==> src/rtl/ddr_pwrup_pkg.sv <==
package ddr_pwrup_pkg;

   // {cs_n, ras_n, cas_n, we_n}
   typedef enum logic [3:0] {
      CMD_LMR = 4'b0000,
      CMD_REF = 4'b0001,
      CMD_PRE = 4'b0010,
      CMD_NOP = 4'b0111,
      CMD_DES = 4'b1111
   } dram_cmd_e;

   typedef enum logic [3:0] {
      ST_STARTUP,
      ST_CKE_UP,
      ST_PRE_A,
      ST_LD_EXT,
      ST_LD_DLLRST,
      ST_PRE_B,
      ST_REF_A,
      ST_REF_B,
      ST_LD_FINAL,
      ST_GAP,
      ST_READY
   } seq_state_e;

   // nanoseconds to clock cycles, rounded up
   function automatic int unsigned ns_to_cyc(input int unsigned ns, input int unsigned ps);
      return (ns * 1000 + ps - 1) / ps;
   endfunction

   // NOP cycles to hold after a command so the next lands max(w,2) cycles later
   function automatic int unsigned gap_len(input int unsigned ns, input int unsigned ps);
      int unsigned w;
      w = ns_to_cyc(ns, ps);
      return (w < 2) ? 1 : w - 1;
   endfunction

   function automatic int unsigned umax(input int unsigned a, input int unsigned b);
      return (a > b) ? a : b;
   endfunction

   function automatic logic is_cmd_state(input seq_state_e s);
      return (s == ST_PRE_A) || (s == ST_LD_EXT) || (s == ST_LD_DLLRST) ||
             (s == ST_PRE_B) || (s == ST_REF_A) || (s == ST_REF_B) ||
             (s == ST_LD_FINAL);
   endfunction

   function automatic seq_state_e succ_state(input seq_state_e s);
      case (s)
         ST_PRE_A:     return ST_LD_EXT;
         ST_LD_EXT:    return ST_LD_DLLRST;
         ST_LD_DLLRST: return ST_PRE_B;
         ST_PRE_B:     return ST_REF_A;
         ST_REF_A:     return ST_REF_B;
         ST_REF_B:     return ST_LD_FINAL;
         ST_LD_FINAL:  return ST_READY;
         default:      return ST_STARTUP;
      endcase
   endfunction

endpackage

==> src/rtl/ddr_pwrup_tmr.sv <==
module ddr_pwrup_tmr #(
   parameter int CNT_W   = 8,
   parameter int RST_VAL = 1
) (
   input  logic             clk,
   input  logic             rst,
   input  logic             load,
   input  logic [CNT_W-1:0] load_val,
   input  logic             dec,
   output logic             last
);

   if (RST_VAL < 1) begin : g_bad_rst
      $error("ddr_pwrup_tmr: RST_VAL must be at least 1");
   end
   if (RST_VAL >= (2 ** CNT_W)) begin : g_bad_w
      $error("ddr_pwrup_tmr: CNT_W too narrow for RST_VAL");
   end

   localparam logic [CNT_W-1:0] ONE = CNT_W'(1);

   logic [CNT_W-1:0] cnt_q;

   always_ff @(posedge clk) begin
      if (rst)
         cnt_q <= CNT_W'(RST_VAL);
      else if (load)
         cnt_q <= load_val;
      else if (dec && (cnt_q > ONE))
         cnt_q <= cnt_q - ONE;
   end

   assign last = (cnt_q == ONE);


   tmr_nonzero_chk: assert property (@(posedge clk) disable iff (rst)
      cnt_q != '0);


   tmr_load_chk: assert property (@(posedge clk) disable iff (rst)
      load |-> (load_val != '0));

endmodule

==> src/rtl/ddr_pwrup_dllwin.sv <==
module ddr_pwrup_dllwin #(
   parameter int LOCK_CYC = 200
) (
   input  logic clk,
   input  logic rst,
   input  logic start,
   output logic armed,
   output logic ok
);

   if (LOCK_CYC < 1) begin : g_bad_lock
      $error("ddr_pwrup_dllwin: LOCK_CYC must be at least 1");
   end

   localparam int LW = $clog2(LOCK_CYC + 1);
   localparam logic [LW-1:0] LOCK_V = LW'(LOCK_CYC);
   localparam logic [LW-1:0] ONE = LW'(1);

   logic [LW-1:0] cnt_q;

   always_ff @(posedge clk) begin
      if (rst)
         cnt_q <= '0;
      else if (start)
         cnt_q <= ONE;
      else if ((cnt_q != '0) && (cnt_q != LOCK_V))
         cnt_q <= cnt_q + ONE;
   end

   assign armed = (cnt_q != '0);
   assign ok    = (cnt_q == LOCK_V);


   lock_hold_chk: assert property (@(posedge clk) disable iff (rst)
      (ok && !start) |=> ok);

endmodule

==> src/rtl/ddr_pwrup_cmdenc.sv <==
module ddr_pwrup_cmdenc
   import ddr_pwrup_pkg::*;
#(
   parameter int                ADDR_W        = 13,
   parameter int                BA_W          = 2,
   parameter logic [ADDR_W-1:0] MODE_VAL      = '0,
   parameter logic [ADDR_W-1:0] EMR_VAL       = '0,
   parameter bit                IDLE_DESELECT = 1'b1
) (
   input  seq_state_e        state,
   output logic              cke,
   output dram_cmd_e         cmd,
   output logic [BA_W-1:0]   ba,
   output logic [ADDR_W-1:0] addr
);

   localparam int BIT_ALLBANK = 10;
   localparam int BIT_DLLRST  = 8;
   localparam int BIT_DLLDIS  = 0;

   if (ADDR_W <= BIT_ALLBANK) begin : g_bad_addr
      $error("ddr_pwrup_cmdenc: ADDR_W must exceed 10");
   end
   if (BA_W < 2) begin : g_bad_ba
      $error("ddr_pwrup_cmdenc: BA_W must be at least 2");
   end

   localparam logic [ADDR_W-1:0] M_ALLBANK = ADDR_W'(1) << BIT_ALLBANK;
   localparam logic [ADDR_W-1:0] M_DLLRST  = ADDR_W'(1) << BIT_DLLRST;
   localparam logic [ADDR_W-1:0] M_DLLDIS  = ADDR_W'(1) << BIT_DLLDIS;
   localparam logic [ADDR_W-1:0] A_MR_RST  = MODE_VAL | M_DLLRST;
   localparam logic [ADDR_W-1:0] A_MR_RUN  = MODE_VAL & ~M_DLLRST;
   localparam logic [ADDR_W-1:0] A_EMR     = EMR_VAL & ~M_DLLDIS;
   localparam logic [BA_W-1:0]   BA_EXT    = BA_W'(1);
   localparam logic [BA_W-1:0]   BA_MODE   = '0;

   dram_cmd_e idle_cmd;

   if (IDLE_DESELECT) begin : g_idle_des
      assign idle_cmd = CMD_DES;
   end else begin : g_idle_nop
      assign idle_cmd = CMD_NOP;
   end

   always_comb begin
      cke  = 1'b1;
      cmd  = CMD_NOP;
      ba   = '0;
      addr = '0;
      case (state)
         ST_STARTUP: begin
            cke = 1'b0;
            cmd = idle_cmd;
         end
         ST_PRE_A, ST_PRE_B: begin
            cmd  = CMD_PRE;
            addr = M_ALLBANK;
         end
         ST_LD_EXT: begin
            cmd  = CMD_LMR;
            ba   = BA_EXT;
            addr = A_EMR;
         end
         ST_LD_DLLRST: begin
            cmd  = CMD_LMR;
            ba   = BA_MODE;
            addr = A_MR_RST;
         end
         ST_REF_A, ST_REF_B: begin
            cmd = CMD_REF;
         end
         ST_LD_FINAL: begin
            cmd  = CMD_LMR;
            ba   = BA_MODE;
            addr = A_MR_RUN;
         end
         default: begin
            cmd = CMD_NOP;
         end
      endcase
   end

endmodule

==> src/rtl/ddr_pwrup_seq.sv <==
module ddr_pwrup_seq
   import ddr_pwrup_pkg::*;
#(
   parameter int                CLK_PERIOD_PS = 4000,
   parameter int                T_STARTUP_NS  = 200000,
   parameter int                T_RP_NS       = 15,
   parameter int                T_MRD_NS      = 12,
   parameter int                T_RFC_NS      = 70,
   parameter int                DLL_LOCK_CYC  = 200,
   parameter int                ADDR_W        = 13,
   parameter int                BA_W          = 2,
   parameter logic [ADDR_W-1:0] MODE_VAL      = 'h032,
   parameter logic [ADDR_W-1:0] EMR_VAL       = '0,
   parameter bit                IDLE_DESELECT = 1'b1
) (
   input  logic              clk,
   input  logic              rst,
   output logic              cke,
   output logic              cs_n,
   output logic              ras_n,
   output logic              cas_n,
   output logic              we_n,
   output logic [BA_W-1:0]   ba,
   output logic [ADDR_W-1:0] addr,
   output logic              init_done
);

   if (CLK_PERIOD_PS < 1) begin : g_bad_clk
      $error("ddr_pwrup_seq: CLK_PERIOD_PS must be positive");
   end
   if (DLL_LOCK_CYC < 1) begin : g_bad_dll
      $error("ddr_pwrup_seq: DLL_LOCK_CYC must be positive");
   end

   localparam int unsigned N_START = umax(ns_to_cyc(T_STARTUP_NS, CLK_PERIOD_PS), 1);
   localparam int unsigned G_RP    = gap_len(T_RP_NS, CLK_PERIOD_PS);
   localparam int unsigned G_MRD   = gap_len(T_MRD_NS, CLK_PERIOD_PS);
   localparam int unsigned G_RFC   = gap_len(T_RFC_NS, CLK_PERIOD_PS);
   localparam int unsigned CNT_MAX = umax(umax(N_START, G_RP), umax(G_MRD, G_RFC));
   localparam int          CNT_W   = $clog2(CNT_MAX + 1);

   seq_state_e       state_q, state_d;
   seq_state_e       ret_q, ret_d;
   logic             t_load, t_dec, t_last;
   logic [CNT_W-1:0] t_val;
   logic             dll_start, dll_armed, dll_ok;
   dram_cmd_e        cmd;
   logic             exec_cmd;

   // ---------------- sequencing ----------------
   always_comb begin
      state_d = state_q;
      ret_d   = ret_q;
      case (state_q)
         ST_STARTUP: if (t_last) state_d = ST_CKE_UP;
         ST_CKE_UP:  state_d = ST_PRE_A;
         ST_PRE_A, ST_LD_EXT, ST_LD_DLLRST, ST_PRE_B,
         ST_REF_A, ST_REF_B, ST_LD_FINAL: begin
            state_d = ST_GAP;
            ret_d   = succ_state(state_q);
         end
         ST_GAP: if (t_last && ((ret_q != ST_READY) || dll_ok)) state_d = ret_q;
         ST_READY:   state_d = ST_READY;
         default:    state_d = ST_STARTUP;
      endcase
   end

   always_ff @(posedge clk) begin
      if (rst) begin
         state_q <= ST_STARTUP;
         ret_q   <= ST_PRE_A;
      end else begin
         state_q <= state_d;
         ret_q   <= ret_d;
      end
   end

   // ---------------- wait timing ----------------
   always_comb begin
      case (state_q)
         ST_PRE_A, ST_PRE_B:                  t_val = CNT_W'(G_RP);
         ST_REF_A, ST_REF_B:                  t_val = CNT_W'(G_RFC);
         ST_LD_EXT, ST_LD_DLLRST, ST_LD_FINAL: t_val = CNT_W'(G_MRD);
         default:                             t_val = CNT_W'(1);
      endcase
   end

   assign t_load    = is_cmd_state(state_q);
   assign t_dec     = (state_q == ST_STARTUP) || (state_q == ST_GAP);
   assign dll_start = (state_q == ST_LD_DLLRST);

   ddr_pwrup_tmr #(
      .CNT_W   (CNT_W),
      .RST_VAL (int'(N_START))
   ) u_tmr (
      .clk      (clk),
      .rst      (rst),
      .load     (t_load),
      .load_val (t_val),
      .dec      (t_dec),
      .last     (t_last)
   );

   ddr_pwrup_dllwin #(
      .LOCK_CYC (DLL_LOCK_CYC)
   ) u_dll (
      .clk   (clk),
      .rst   (rst),
      .start (dll_start),
      .armed (dll_armed),
      .ok    (dll_ok)
   );

   // ---------------- command bus ----------------
   ddr_pwrup_cmdenc #(
      .ADDR_W        (ADDR_W),
      .BA_W          (BA_W),
      .MODE_VAL      (MODE_VAL),
      .EMR_VAL       (EMR_VAL),
      .IDLE_DESELECT (IDLE_DESELECT)
   ) u_enc (
      .state (state_q),
      .cke   (cke),
      .cmd   (cmd),
      .ba    (ba),
      .addr  (addr)
   );

   assign {cs_n, ras_n, cas_n, we_n} = cmd;
   assign init_done = (state_q == ST_READY);
   assign exec_cmd  = (cmd != CMD_NOP) && (cmd != CMD_DES);

   // ---------------- checks ----------------

   quiet_startup_chk: assert property (@(posedge clk) disable iff (rst)
      !cke |-> !exec_cmd);


   cke_hold_chk: assert property (@(posedge clk) disable iff (rst)
      cke |=> cke);


   nop_after_cmd_chk: assert property (@(posedge clk) disable iff (rst)
      exec_cmd |=> (cmd == CMD_NOP));


   final_after_rst_chk: assert property (@(posedge clk) disable iff (rst)
      (cmd == CMD_LMR && ba == '0 && !addr[8]) |-> dll_armed);


   done_dll_chk: assert property (@(posedge clk) disable iff (rst)
      init_done |-> dll_ok);


   done_hold_chk: assert property (@(posedge clk) disable iff (rst)
      init_done |=> init_done);


   done_quiet_chk: assert property (@(posedge clk) disable iff (rst)
      init_done |-> (cke && cmd == CMD_NOP));

endmodule

==> config.mk <==
export PLATFORM = sky130hd
export DESIGN_NAME = ddr_pwrup_seq
export DESIGN_NICKNAME = d
export VERILOG_FILES = /design/src/rtl/ddr_pwrup_pkg.sv /design/src/rtl/ddr_pwrup_tmr.sv /design/src/rtl/ddr_pwrup_dllwin.sv /design/src/rtl/ddr_pwrup_cmdenc.sv /design/src/rtl/ddr_pwrup_seq.sv
export SDC_FILE = /design/constraint.sdc
export NUM_CORES = 1
export LEC_CHECK = 0
export BUFFER_PORTS_ARGS = -buffer_cell sky130_fd_sc_hd__buf_2
export CORE_MARGIN = 4
export CORE_UTILIZATION = 30
export CTS_CLUSTER_SIZE = 16
export DETAILED_ROUTE_END_ITERATION = 6
export MAX_ROUTING_LAYER = met4
export PLACE_DENSITY_LB_ADDON = 0.25
export SLEW_MARGIN = 25
export SYNTH_ARGS = -nofsm -noshare
export SYNTH_HDL_FRONTEND = slang
export SYNTH_SLANG_ARGS = --single-unit
==> constraint.sdc <==
create_clock -name clk -period 2.4 [get_ports clk]
set_input_delay 0.48 -clock clk [delete_from_list [all_inputs] [get_ports clk]]
set_output_delay 0.48 -clock clk [all_outputs]
set_load 0.01 [all_outputs]
==> metrics.md, run 1 <==
| Metric | Value |
|---|---|
| Comb pwr share | `0.386` |
| RSZ-0062 raised after global routing | `no` |
| Worst vdd ir | `0.4520 mV` |
| Post-Synth Simple-Gate Area | `0.3004` |
| CTS max path bufs | `2` |
| Die Span Y | `86.25 um` |
| XOR/XNOR share of the synthesized area | `0.08106` |
| Synth Area in Compound Gates | `0.1546` |
| P_int | `approximately 1.3 mW` |
| Max_slew headroom | `0.6261` |
| Clk_lat worst skew | `0.29 ns` |
| Hold Path Origin | `ret_q[2]$_SDFFE_PP0P_` |
| Port bufs | `13` |
| Remaining DRCs | `0` |
| Clock Sinks | `32` |
| GRT Overall Usage | `0.1209` |
| Final wirelength | `approximately 4100 um` |
| Total CTS buffers | `5` |
| Io pins | `23` |
| Final Skew | `about 0.0074 ns` |
| Worst EP arrival | `1.79 ns` |
| Antenna viol nets, final | `0` |
| Critical Path Source Type | `flop` |
| DIE AREA | `7438 um2` |
| Worst R2R Setup Slack | `around 0.36 ns` |
| Hold depth | `2` |
| CTS root buf | `clkbuf_8` |
| Worst Hold Class | `reg -> reg` |
| Sw Ratio | `0.3964` |
| Lkg Pwr | `just under 0.8 nW` |
| Via-to-Cell Ratio | `5.022` |
| Hold path endpoint | `state_q[2]$_SDFFE_PP0P_` |
| Critical path peak fanout | `17` |
| Die Wd | `86.25 um` |
| # fillers | `between 600 and 700` |
| Sequential share of power | `0.363` |
| Critical Path Max Stage Delay | `between 0.6 and 0.7 ns` |
| Post-synthesis cell area | `~1800 um2` |
| Most frequent cells in the layout | `32 x dfxtp_1, 25 x nor2_1, 17 x nand2_1, 13 x xnor2_1, 13 x buf_2` |
| Synthesis-to-layout area growth | `11.04%` |
| Final setup viols | `0` |
| Sequential share of the synthesized area | `0.3488` |
| Crit Reg-Reg Endpoint | `u_tmr.cnt_q[1]$_SDFFE_PP0P_` |
| Vias | `1597` |
| Worst endpoint required time | `around 1.9 ns` |
| Max H-tree Level | `2` |
| Synthesis warning total | `0` |
| Final hold vios | `0` |
| WS Path Type | `reg -> out` |
| Cts hold-fix bufs | `0` |
| Number of DRC markers in iteration 0 | `59` |
| Minimum clock period | `2.271 ns` |
| DR pass1 iterations | `4` |
| Clock power share | `0.251` |
| Multi-input combinational cell area | `about 1100 um2` |
| First-pass GRT wire length | `6975 um` |
| Crit. Startpoint | `state_q[3]$_SDFFE_PP0P_` |
| Commonest non-fill, non-tap cell in the layout | `dfxtp_1` |
| RR Startpoint | `u_tmr.cnt_q[9]$_SDFFE_PP1P_` |
| PwrDens | `between 1000 and 1500 nW/um2` |
| Vias in the first global route | `roughly 1500` |
| Synth Flop Type | `dfxtp_1` |
| Ys async rst share | `0` |
| TritonCTS clock tree | `done` |
| CP max stage cell | `dfxtp_1` |
| Hpwl dp | `a little under 3000 um` |
| Initial Utilization | `0.3102` |
| Final Cycle Share | `0.9463` |
| Post-Syn Instances | `roughly 230` |
| Seq. cell area | `between 600 and 700 um2` |
| Main combinational cell family by area after synthesis | `simple AND/OR/NAND/NOR gates` |
| Post_cts resized | `0` |
| Initial antenna violation count | `0` |
| Layout cells sized above 1 | `0.1399` |
| Crit-path cells | `o21ba_2, a21o_2, inv_1, buf_2` |
| Global route overflow | `0` |
| Max-Cap Viols | `0` |
| Register clock-pin slew on the reported worst setup and hold paths | `roughly 0.07 ns` |
| Post-CTS Setup Inserts | `0` |
| Nets | `248` |
| Pins Over Slew Limit | `0` |
| Multiplexer share of the synthesized area | `0.006131` |
| Core area | `5921 um2` |
| Nature of the critical path endpoint | `output port` |
| Drt wl/cell | `roughly 13 um` |
| Row count | `28` |
| Routability cong. | `approximately 0.81` |
| Cell variety after synth | `45` |
| Switching power | `about 820 uW` |
| EDFF count, synth | `0` |
| Worst-Margin Slew | `~0.55 ns` |
| Setup TNS | `0 ns` |
| Seq cells post-synth | `32` |
| Mean Syn Cell Area | `about 8 um2` |
| Worst hold slack | `a little under 0.5 ns` |
| Cell count of the worst reg-to-reg path | `5` |
| Largest net degree at the start of global routing | `18` |
| Status | `completed` |
| Synth Area in Adders | `0.02725` |
| Antenna fix cells | `0` |
| Achievable Freq | `around 440 MHz` |
-- worst max-delay path: cells and delay by family, from the launching register on --
family	cells	cell delay, ns
AOI/OAI and AO/OA	2	0.51
DFF	1	0.65
buffers and inverters	2	0.35
-- per-stage QoR --
| step | util | power [mW] | instances | worst slack, ns | instance area, um2 |
|---|---|---|---|---|---|
| floorplan | - | 1.382 | 237 | 0.5611 | 1867 |
| global placement | 0.3257 | 1.565 | 310 | 0.3629 | 1928 |
| detailed placement | 0.3257 | 1.568 | 310 | 0.3598 | 1928 |
| CTS | 0.3445 | 2.100 | 318 | 0.1081 | 2039 |
| global route | 0.3445 | 2.229 | 318 | 0.02634 | 2039 |
| finish | 0.3445 | 2.078 | 318 | 0.1288 | 2039 |
-- cell usage after synthesis (2+ instances only) --
cell | number | share of area
or3_1 | 7 | 0.024
nor3_1 | 11 | 0.030
buf_4 | 11 | 0.045
nor2_1 | 25 | 0.051
or4_1 | 2 | 0.0082
and2_1 | 2 | 0.0068
a31oi_1 | 5 | 0.017
nand3_1 | 11 | 0.030
nor4b_1 | 3 | 0.014
o211ai_1 | 2 | 0.0082
xor2_1 | 4 | 0.019
clkbuf_1 | 5 | 0.010
nand2b_1 | 2 | 0.0068
or2_2 | 2 | 0.0068
a2111oi_0 | 3 | 0.014
ha_1 | 4 | 0.027
xnor2_1 | 13 | 0.062
dfxtp_1 | 32 | 0.35
and3_1 | 5 | 0.017
nor2b_1 | 4 | 0.014
nor4_1 | 5 | 0.017
o21ai_0 | 10 | 0.027
a21oi_1 | 12 | 0.033
or3_2 | 2 | 0.0082
nand2_1 | 17 | 0.035
a22oi_1 | 2 | 0.0082
inv_1 | 9 | 0.018
a21o_1 | 2 | 0.0082
-- sequential cells by signal (all words and copies together), names as in the netlist --
name         count
u_tmr.cnt_q     16
u_dll.cnt_q      8
ret_q            4
state_q          4
-- how the worst max path moves through the flow --
stage	end	cells after the start	slack, ns
after floorplan	u_tmr.cnt_q[15]$_SDFFE_PP1P_	5	0.56
after global placement	u_tmr.cnt_q[0]$_SDFFE_PP0P_	5	0.36
after detailed placement	u_tmr.cnt_q[1]$_SDFFE_PP0P_	5	0.36
after CTS	ras_n	4	0.11
after global routing	ras_n	4	0.03
final	ras_n	4	0.13
-- cell type report --
class / count / share of cell area
Multi-Input combinational cell: 179 / 0.5294
Inverter: 9 / 0.01656
Clock inverter: 3 / 0.02086
Timing Repair Buffer: 15 / 0.03926
Sequential cell: 32 / 0.3141
Tap cell: 75 / 0.04601
Clock buffer: 5 / 0.03374
-- power by group through the flow --
stage | Sequential, mW | Clock, mW | Combinational [mW]
CTS | 0.751 | 0.538 | 0.811
floorplan | 0.701 | 0 | 0.680
global placement | 0.764 | 0 | 0.801
detailed placement | 0.761 | 0 | 0.806
global route | 0.767 | 0.559 | 0.903
finish | 0.753 | 0.522 | 0.803
-- metal layers --
| layer | up-vias | global-route usage | wire length, um |
|---|---|---|---|
| met5 | - | - | 0 |
| met4 | 0 | 0.05524 | 85 |
| met3 | 9 | 0.03137 | 166 |
| met2 | 31 | 0.1822 | 1793 |
| met1 | 737 | 0.1519 | 2025 |
| li1 | 820 | - | - |
-- kinds of logic after synthesis --
family / after synthesis
and+or+nand+nor: 103
AOI/OAI and AO/OA: 45
DFF: 32
buffers and inverters: 26
xor gates and xnor gates: 17
adders and majority gates: 4
other: 1
muxes: 1
Note: power is estimated with default switching activity, not from simulation.
==> run 2, diff against run 1 <==
--- a/config.mk
+++ b/config.mk
@@ -5,9 +5,10 @@
 export SDC_FILE = /design/constraint.sdc
 export NUM_CORES = 1
 export LEC_CHECK = 0
+export ABC_AREA = 1
 export BUFFER_PORTS_ARGS = -buffer_cell sky130_fd_sc_hd__buf_2
 export CORE_MARGIN = 4
-export CORE_UTILIZATION = 30
+export CORE_UTILIZATION = 45
 export CTS_CLUSTER_SIZE = 16
 export DETAILED_ROUTE_END_ITERATION = 6
 export MAX_ROUTING_LAYER = met4
==> metrics.md, run 2 <==
| Metric | Value |
|---|---|
| Post-synthesis cell area | `approximately 2000 um2` |
| Remaining DRCs | `0` |
| Most instantiated cells after synthesis | `82 x nand2_1, 53 x nor2_1, 35 x inv_1` |
| Max-Cap Viols | `0` |
| Most frequent cell after synthesis | `nand2_1` |
| Seq cells post-synth | `32` |
| WS Path Type | `reg -> out` |
| Final wirelength | `4258 um` |
| Achievable Freq | `roughly 500 MHz` |
| Global route overflow | `0` |
| Pins Over Slew Limit | `0` |
| Layout cells sized above 1 | `0.1407` |
| RR Startpoint | `u_tmr.cnt_q[0]$_SDFFE_PP0P_` |
| Max H-tree Level | `2` |
| Top post-synthesis cells by area | `dfxtp_1 32%, nand2_1 15%, nor2_1 9.9%` |
| Initial antenna violation count | `0` |
| Register clock-pin slew on the reported worst setup and hold paths | `~0.070 ns` |
| Hold Path Origin | `ret_q[0]$_SDFFE_PP0P_` |
| Vias in the first global route | `1592` |
| Clk_lat worst skew | `~0.28 ns` |
| Io pins | `23` |
| Multi-input combinational cell area | `approximately 1100 um2` |
| CTS max path bufs | `2` |
| Vias | `about 1900` |
| Worst endpoint required time | `approximately 1.9 ns` |
| Pre-CTS WS | `roughly 0.66 ns` |
| DR pass1 iterations | `4` |
| Routability cong. | `~0.93` |
| GRT Overall Usage | `0.1701` |
| CTS root buf | `clkbuf_8` |
| Antenna viol nets, final | `0` |
| Setup TNS | `0 ns` |
| Share of the synthesized area in the top cell type | `0.3194` |
| Antenna fix cells | `0` |
| Max_slew headroom | `0.6575` |
| Critical Path Source Type | `flop` |
| Mean Syn Cell Area | `about 6.3 um2` |
| Port bufs | `13` |
| Critical path peak fanout | `5` |
| Ys async rst share | `0` |
| Worst EP arrival | `1.52 ns` |
| Nets | `roughly 340` |
| Synth Flop Type | `dfxtp_1` |
| Largest registers | `u_tmr.cnt_q: 16 flops, u_dll.cnt_q: 8 flops` |
| Synthesis-to-layout area growth | `7.361%` |
| Die Wd | `74.76 um` |
| Drt wl/cell | `11.03 um` |
| TritonCTS clock tree | `done` |
| Slack of the critical path | `0.4021 ns` |
| Commonest non-fill, non-tap cell in the layout | `nand2_1` |
| Cts hold-fix bufs | `0` |
| Final hold vios | `0` |
| Post-CTS Setup Inserts | `0` |
| Worst-Margin Slew | `0.5118 ns` |
| Final setup viols | `0` |
| Max reg flops | `16` |
| Row count | `24` |
| EDFF count, synth | `0` |
| Seq. cell area | `approximately 640 um2` |
| DP Area | `between 2000 and 2500 um2` |
| Hpwl dp | `roughly 3300 um` |
| Worst R2R Setup Slack | `around 0.65 ns` |
| Sequential share of the synthesized area | `0.3194` |
| Worst vdd ir | `between 0.8 and 0.9 mV` |
| Initial Utilization | `0.4638` |
| Cell area after layout | `2153 um2` |
| Crit Reg-Reg Endpoint | `u_tmr.cnt_q[14]$_SDFFE_PP1P_` |
| Crit. Startpoint | `state_q[2]$_SDFFE_PP0P_` |
| Core area | `between 4000 and 5000 um2` |
| Largest net degree at the start of global routing | `17` |
| Worst Setup EP | `cas_n` |
| DIE AREA | `5589 um2` |
| Post_cts resized | `0` |
| Post-Syn Instances | `319` |
| First-pass GRT wire length | `between 7000 and 8000 um` |
| Synthesis warning total | `0` |
| Final Skew | `0.007222 ns` |
| Core Util, Final | `0.4980` |
| RSZ-0062 raised after global routing | `no` |
| Via-to-Cell Ratio | `~4.9` |
| Final Cycle Share | `0.8324` |
| Total CTS buffers | `5` |
| Register bank with the most flops | `u_tmr.cnt_q` |
| Nature of the critical path endpoint | `output port` |
| Minimum clock period | `approximately 2 ns` |
| Most frequent cells in the layout | `82 x nand2_1, 53 x nor2_1, 35 x inv_1, 32 x dfxtp_1, 27 x nand3_1` |
| Worst Hold Class | `reg -> reg` |
| Lkg Pwr | `between 0.9 and 1 nW` |
| Cell variety after synth | `31` |
| Cell count of the worst reg-to-reg path | `10` |
| Status | `completed` |
| Clock Sinks | `32` |
| Post-synth top area cell | `dfxtp_1` |
| Die Span Y | `approximately 75 um` |
| # fillers | `approximately 460` |
| Number of DRC markers in iteration 0 | `approximately 120` |
| PwrDens | `around 1100 nW/um2` |
-- run 2: critical path, cell delays in order, from the launching register on --
cell,delay [ns]
dfxtp_1,0.42
inv_1,0.08
nor2_1,0.24
nand2_1,0.15
nand2_1,0.15
nor3b_1,0.06
buf_2,0.14
-- run 2: final cells by class --
| type | instances | share of cell area |
|---|---|---|
| Clock inverter | 2 | 0.004648 |
| Timing Repair Buffer | 13 | 0.03021 |
| Sequential cell | 32 | 0.2975 |
| Inverter | 41 | 0.07147 |
| Tap cell | 52 | 0.03021 |
| Clock buffer | 6 | 0.03835 |
| Multi-Input combinational cell | 240 | 0.5276 |
-- run 2: how the worst min path moves through the flow --
stage	end	slack, ns	depth (start not counted)
4_1_cts	ret_q[0]$_SDFFE_PP0P_	0.47	2
2_1_floorplan	ret_q[0]$_SDFFE_PP0P_	0.43	2
5_1_grt	ret_q[0]$_SDFFE_PP0P_	0.52	2
3_5_place_dp	ret_q[0]$_SDFFE_PP0P_	0.45	2
6_report	ret_q[0]$_SDFFE_PP0P_	0.47	2
3_3_place_gp	ret_q[0]$_SDFFE_PP0P_	0.47	2
-- run 2: stage by stage --
step | instances | hold WS, ns | power (mW)
4_1_cts | 386 | 0.4705 | 2.357
6_report | 386 | 0.4736 | 2.340
2_1_floorplan | 327 | 0.4283 | 1.708
3_3_place_gp | 378 | 0.4673 | 1.905
3_5_place_dp | 378 | 0.4517 | 1.918
5_1_grt | 386 | 0.5250 | 2.570
-- run 2: where the power goes --
part	leakage, nW	internal (mW)	switching, mW
clock	0.0510	0.229	0.201
sequential	0.260	0.636	0.0966
combinational	0.679	0.408	0.769
-- run 2: cell families after synthesis --
| kind of cell | count (synthesis) | synth area share |
|---|---|---|
| xor+xnor | 7 | 0.03057 |
| simple gates | 193 | 0.4180 |
| other cells | 1 | 0.001870 |
| buf+inv | 55 | 0.1291 |
| compound gates | 27 | 0.07611 |
| fa+ha+maj | 4 | 0.02495 |
| flops | 32 | 0.3194 |
-- run 2: routing by layer --
layer  vias to the layer above  track usage  share of wire
met1                       823       0.2221           0.49
met2                        50       0.2605           0.44
met3                         5      0.03605          0.061
met5                         -            -              0
met4                         0      0.05929          0.012
li1                       1009            -              -
==> run 3, diff against run 2 <==
==> constraint.sdc (replaced) <==
create_clock -name clk -period 1.9 [get_ports clk]
set_input_delay 0.38 -clock clk [delete_from_list [all_inputs] [get_ports clk]]
set_output_delay 0.38 -clock clk [all_outputs]
set_load 0.01 [all_outputs]
==> metrics.md, run 3 (synthesis results as in run 2) <==
| Metric | Value |
|---|---|
| Status | `completed` |
| TritonCTS clock tree | `done` |
| Die Span Y | `74.76 um` |
| Clock Sinks | `32` |
| Routability cong. | `around 0.96` |
| Worst hold slack | `0.4532 ns` |
| PwrDens | `between 1000 and 1500 nW/um2` |
| Antenna viol nets, final | `0` |
| Row count | `24` |
| RR Startpoint | `u_tmr.cnt_q[0]$_SDFFE_PP0P_` |
| Synthesis-to-layout area growth | `10.17%` |
| Antenna fix cells | `0` |
| Sequential share of power | `0.293` |
| Worst Hold Class | `in -> reg` |
| Number of DRC markers in iteration 0 | `68` |
| Critical Path Source Type | `flop` |
| Critical Path Max Stage Delay | `0.44 ns` |
| Clock power share | `0.228` |
| Final Skew | `0.006142 ns` |
| GRT Overall Usage | `0.1762` |
| Worst endpoint required time | `between 1.5 and 2 ns` |
| Final wirelength | `~4400 um` |
| Initial Utilization | `0.4638` |
| Register clock-pin slew on the reported worst setup and hold paths | `around 0.070 ns` |
| Max reg flops | `16` |
| Nature of the critical path endpoint | `output port` |
| Io pins | `23` |
| Nets | `341` |
| Hpwl dp | `about 3300 um` |
| Core Util, Final | `0.5110` |
| Final setup viols | `0` |
| Cts hold-fix bufs | `0` |
| Remaining DRCs | `0` |
| Vias | `about 1900` |
| Final Cycle Share | `0.9569` |
| Setup TNS | `0 ns` |
| DIE AREA | `about 5600 um2` |
| Routed metal-1 wirelength | `roughly 2200 um` |
| Max H-tree Level | `2` |
| Die Wd | `about 75 um` |
| Pins Over Slew Limit | `0` |
| Sw Ratio | `0.4319` |
| Total CTS buffers | `5` |
| Metal2 WL | `1931 um` |
| Switching power | `~1.4 mW` |
| Critical path peak fanout | `14` |
| Family with the most delay on the worst path | `flip-flops` |
| Crit-path cells | `inv_2, nor2_2, nand2_2, nand2_4, inv_4, buf_2` |
| Initial antenna violation count | `0` |
| Vias in the first global route | `roughly 1700` |
| Clk_lat worst skew | `a little under 0.3 ns` |
| Layout cells sized above 1 | `0.1548` |
| Hold Path Origin | `rst` |
| Lkg Pwr | `approximately 1.0 nW` |
| CP max stage cell | `dfxtp_1` |
| Largest net degree at the start of global routing | `17` |
| P_int | `1.805 mW` |
| Via-to-Cell Ratio | `4.832` |
| Global route overflow | `0` |
| Largest registers | `u_tmr.cnt_q: 16 flops, u_dll.cnt_q: 8 flops` |
| First-pass GRT wire length | `between 7000 and 8000 um` |
| Minimum clock period | `between 1.5 and 2 ns` |
| Highest routed metal layer | `met4` |
| DR pass1 iterations | `4` |
| Comb pwr share | `0.479` |
| CTS max path bufs | `2` |
| Worst vdd ir | `approximately 0.75 mV` |
| Commonest non-fill, non-tap cell in the layout | `nand2_1` |
| Max-Cap Viols | `0` |
| Drt wl/cell | `between 10 and 15 um` |
| Final hold vios | `0` |
| Core area | `about 4300 um2` |
| Port bufs | `13` |
| CTS root buf | `clkbuf_8` |
| Crit. Startpoint | `state_q[3]$_SDFFE_PP0P_` |
| Most frequent cells in the layout | `82 x nand2_1, 52 x nor2_1, 35 x inv_1, 30 x dfxtp_1, 27 x nand3_1` |
| RSZ-0062 raised after global routing | `no` |
| Register bank with the most flops | `u_tmr.cnt_q` |
| Bufs and invs on worst path | `3` |
| WS Path Type | `reg -> out` |
| Achievable Freq | `~550 MHz` |
| Met3 WL post-DR | `199 um` |
| Worst EP arrival | `roughly 1.4 ns` |
run 3: area by class of cell:
class / instances / area (um2)
fill: 441 / 2115
multi-input combinational: 240 / 1139
tap: 52 / 65.06
clock inverter: 1 / 30.03
clock buffer: 7 / 96.34
inverter: 41 / 156.4
timing repair buffer: 15 / 80.08
sequential: 32 / 643.1
run 3: per-layer routing:
layer | track usage | vias up
met5 | - | -
met4 | 0.05929 | 0
met3 | 0.04005 | 5
met2 | 0.2654 | 40
met1 | 0.2329 | 824
li1 | - | 1006
run 3: power groups by stage:
stage | logic, mW | clock network, mW | registers [mW]
4_1_cts | 1.51 | 0.743 | 0.926
3_5_place_dp | 1.50 | 0 | 0.940
2_1_floorplan | 1.25 | 0 | 0.909
5_1_grt | 1.74 | 0.773 | 0.945
3_3_place_gp | 1.49 | 0 | 0.937
6_report | 1.52 | 0.725 | 0.932
run 3: what timing repair did:
item | 4_1_cts | 5_1_grt
setup endpoints to repair | 0 | 6
buffers inserted | 0 | 0
resized for setup | 0 | 5
run 3: final timing paths:
kind / endpoint / depth (start not counted) / slack, ns
setup / recovery: ras_n / 6 / 0.08
hold / removal: u_dll.cnt_q[0]$_SDFFE_PP0P_ / 2 / 0.45
setup reg to reg: u_tmr.cnt_q[8]$_SDFFE_PP1P_ / 10 / 0.22
hold reg to reg: ret_q[0]$_SDFFE_PP0P_ / 2 / 0.47
run 3: per-stage QoR:
step           area, um2  total power [mW]  setup WS (ns)  cells
3_3_place_gp        2076             2.432         0.3083    380
2_1_floorplan       2036             2.157         0.4312    327
6_report            2210             3.178        0.08181    388
3_5_place_dp        2076             2.439         0.2745    380
5_1_grt             2210             3.454        0.01023    388
4_1_cts             2202             3.180       0.009175    388
run 3: worst reg2reg max path: stages (launching register included):
cell	delay, ns
dfxtp_1	0.37
inv_1	0.10
ha_1	0.22
nand2_1	0.12
nor2_2	0.07
nand2_1	0.08
nand3_2	0.17
nand2_2	0.20
inv_2	0.09
nand2_1	0.07
nand3_1	0.07
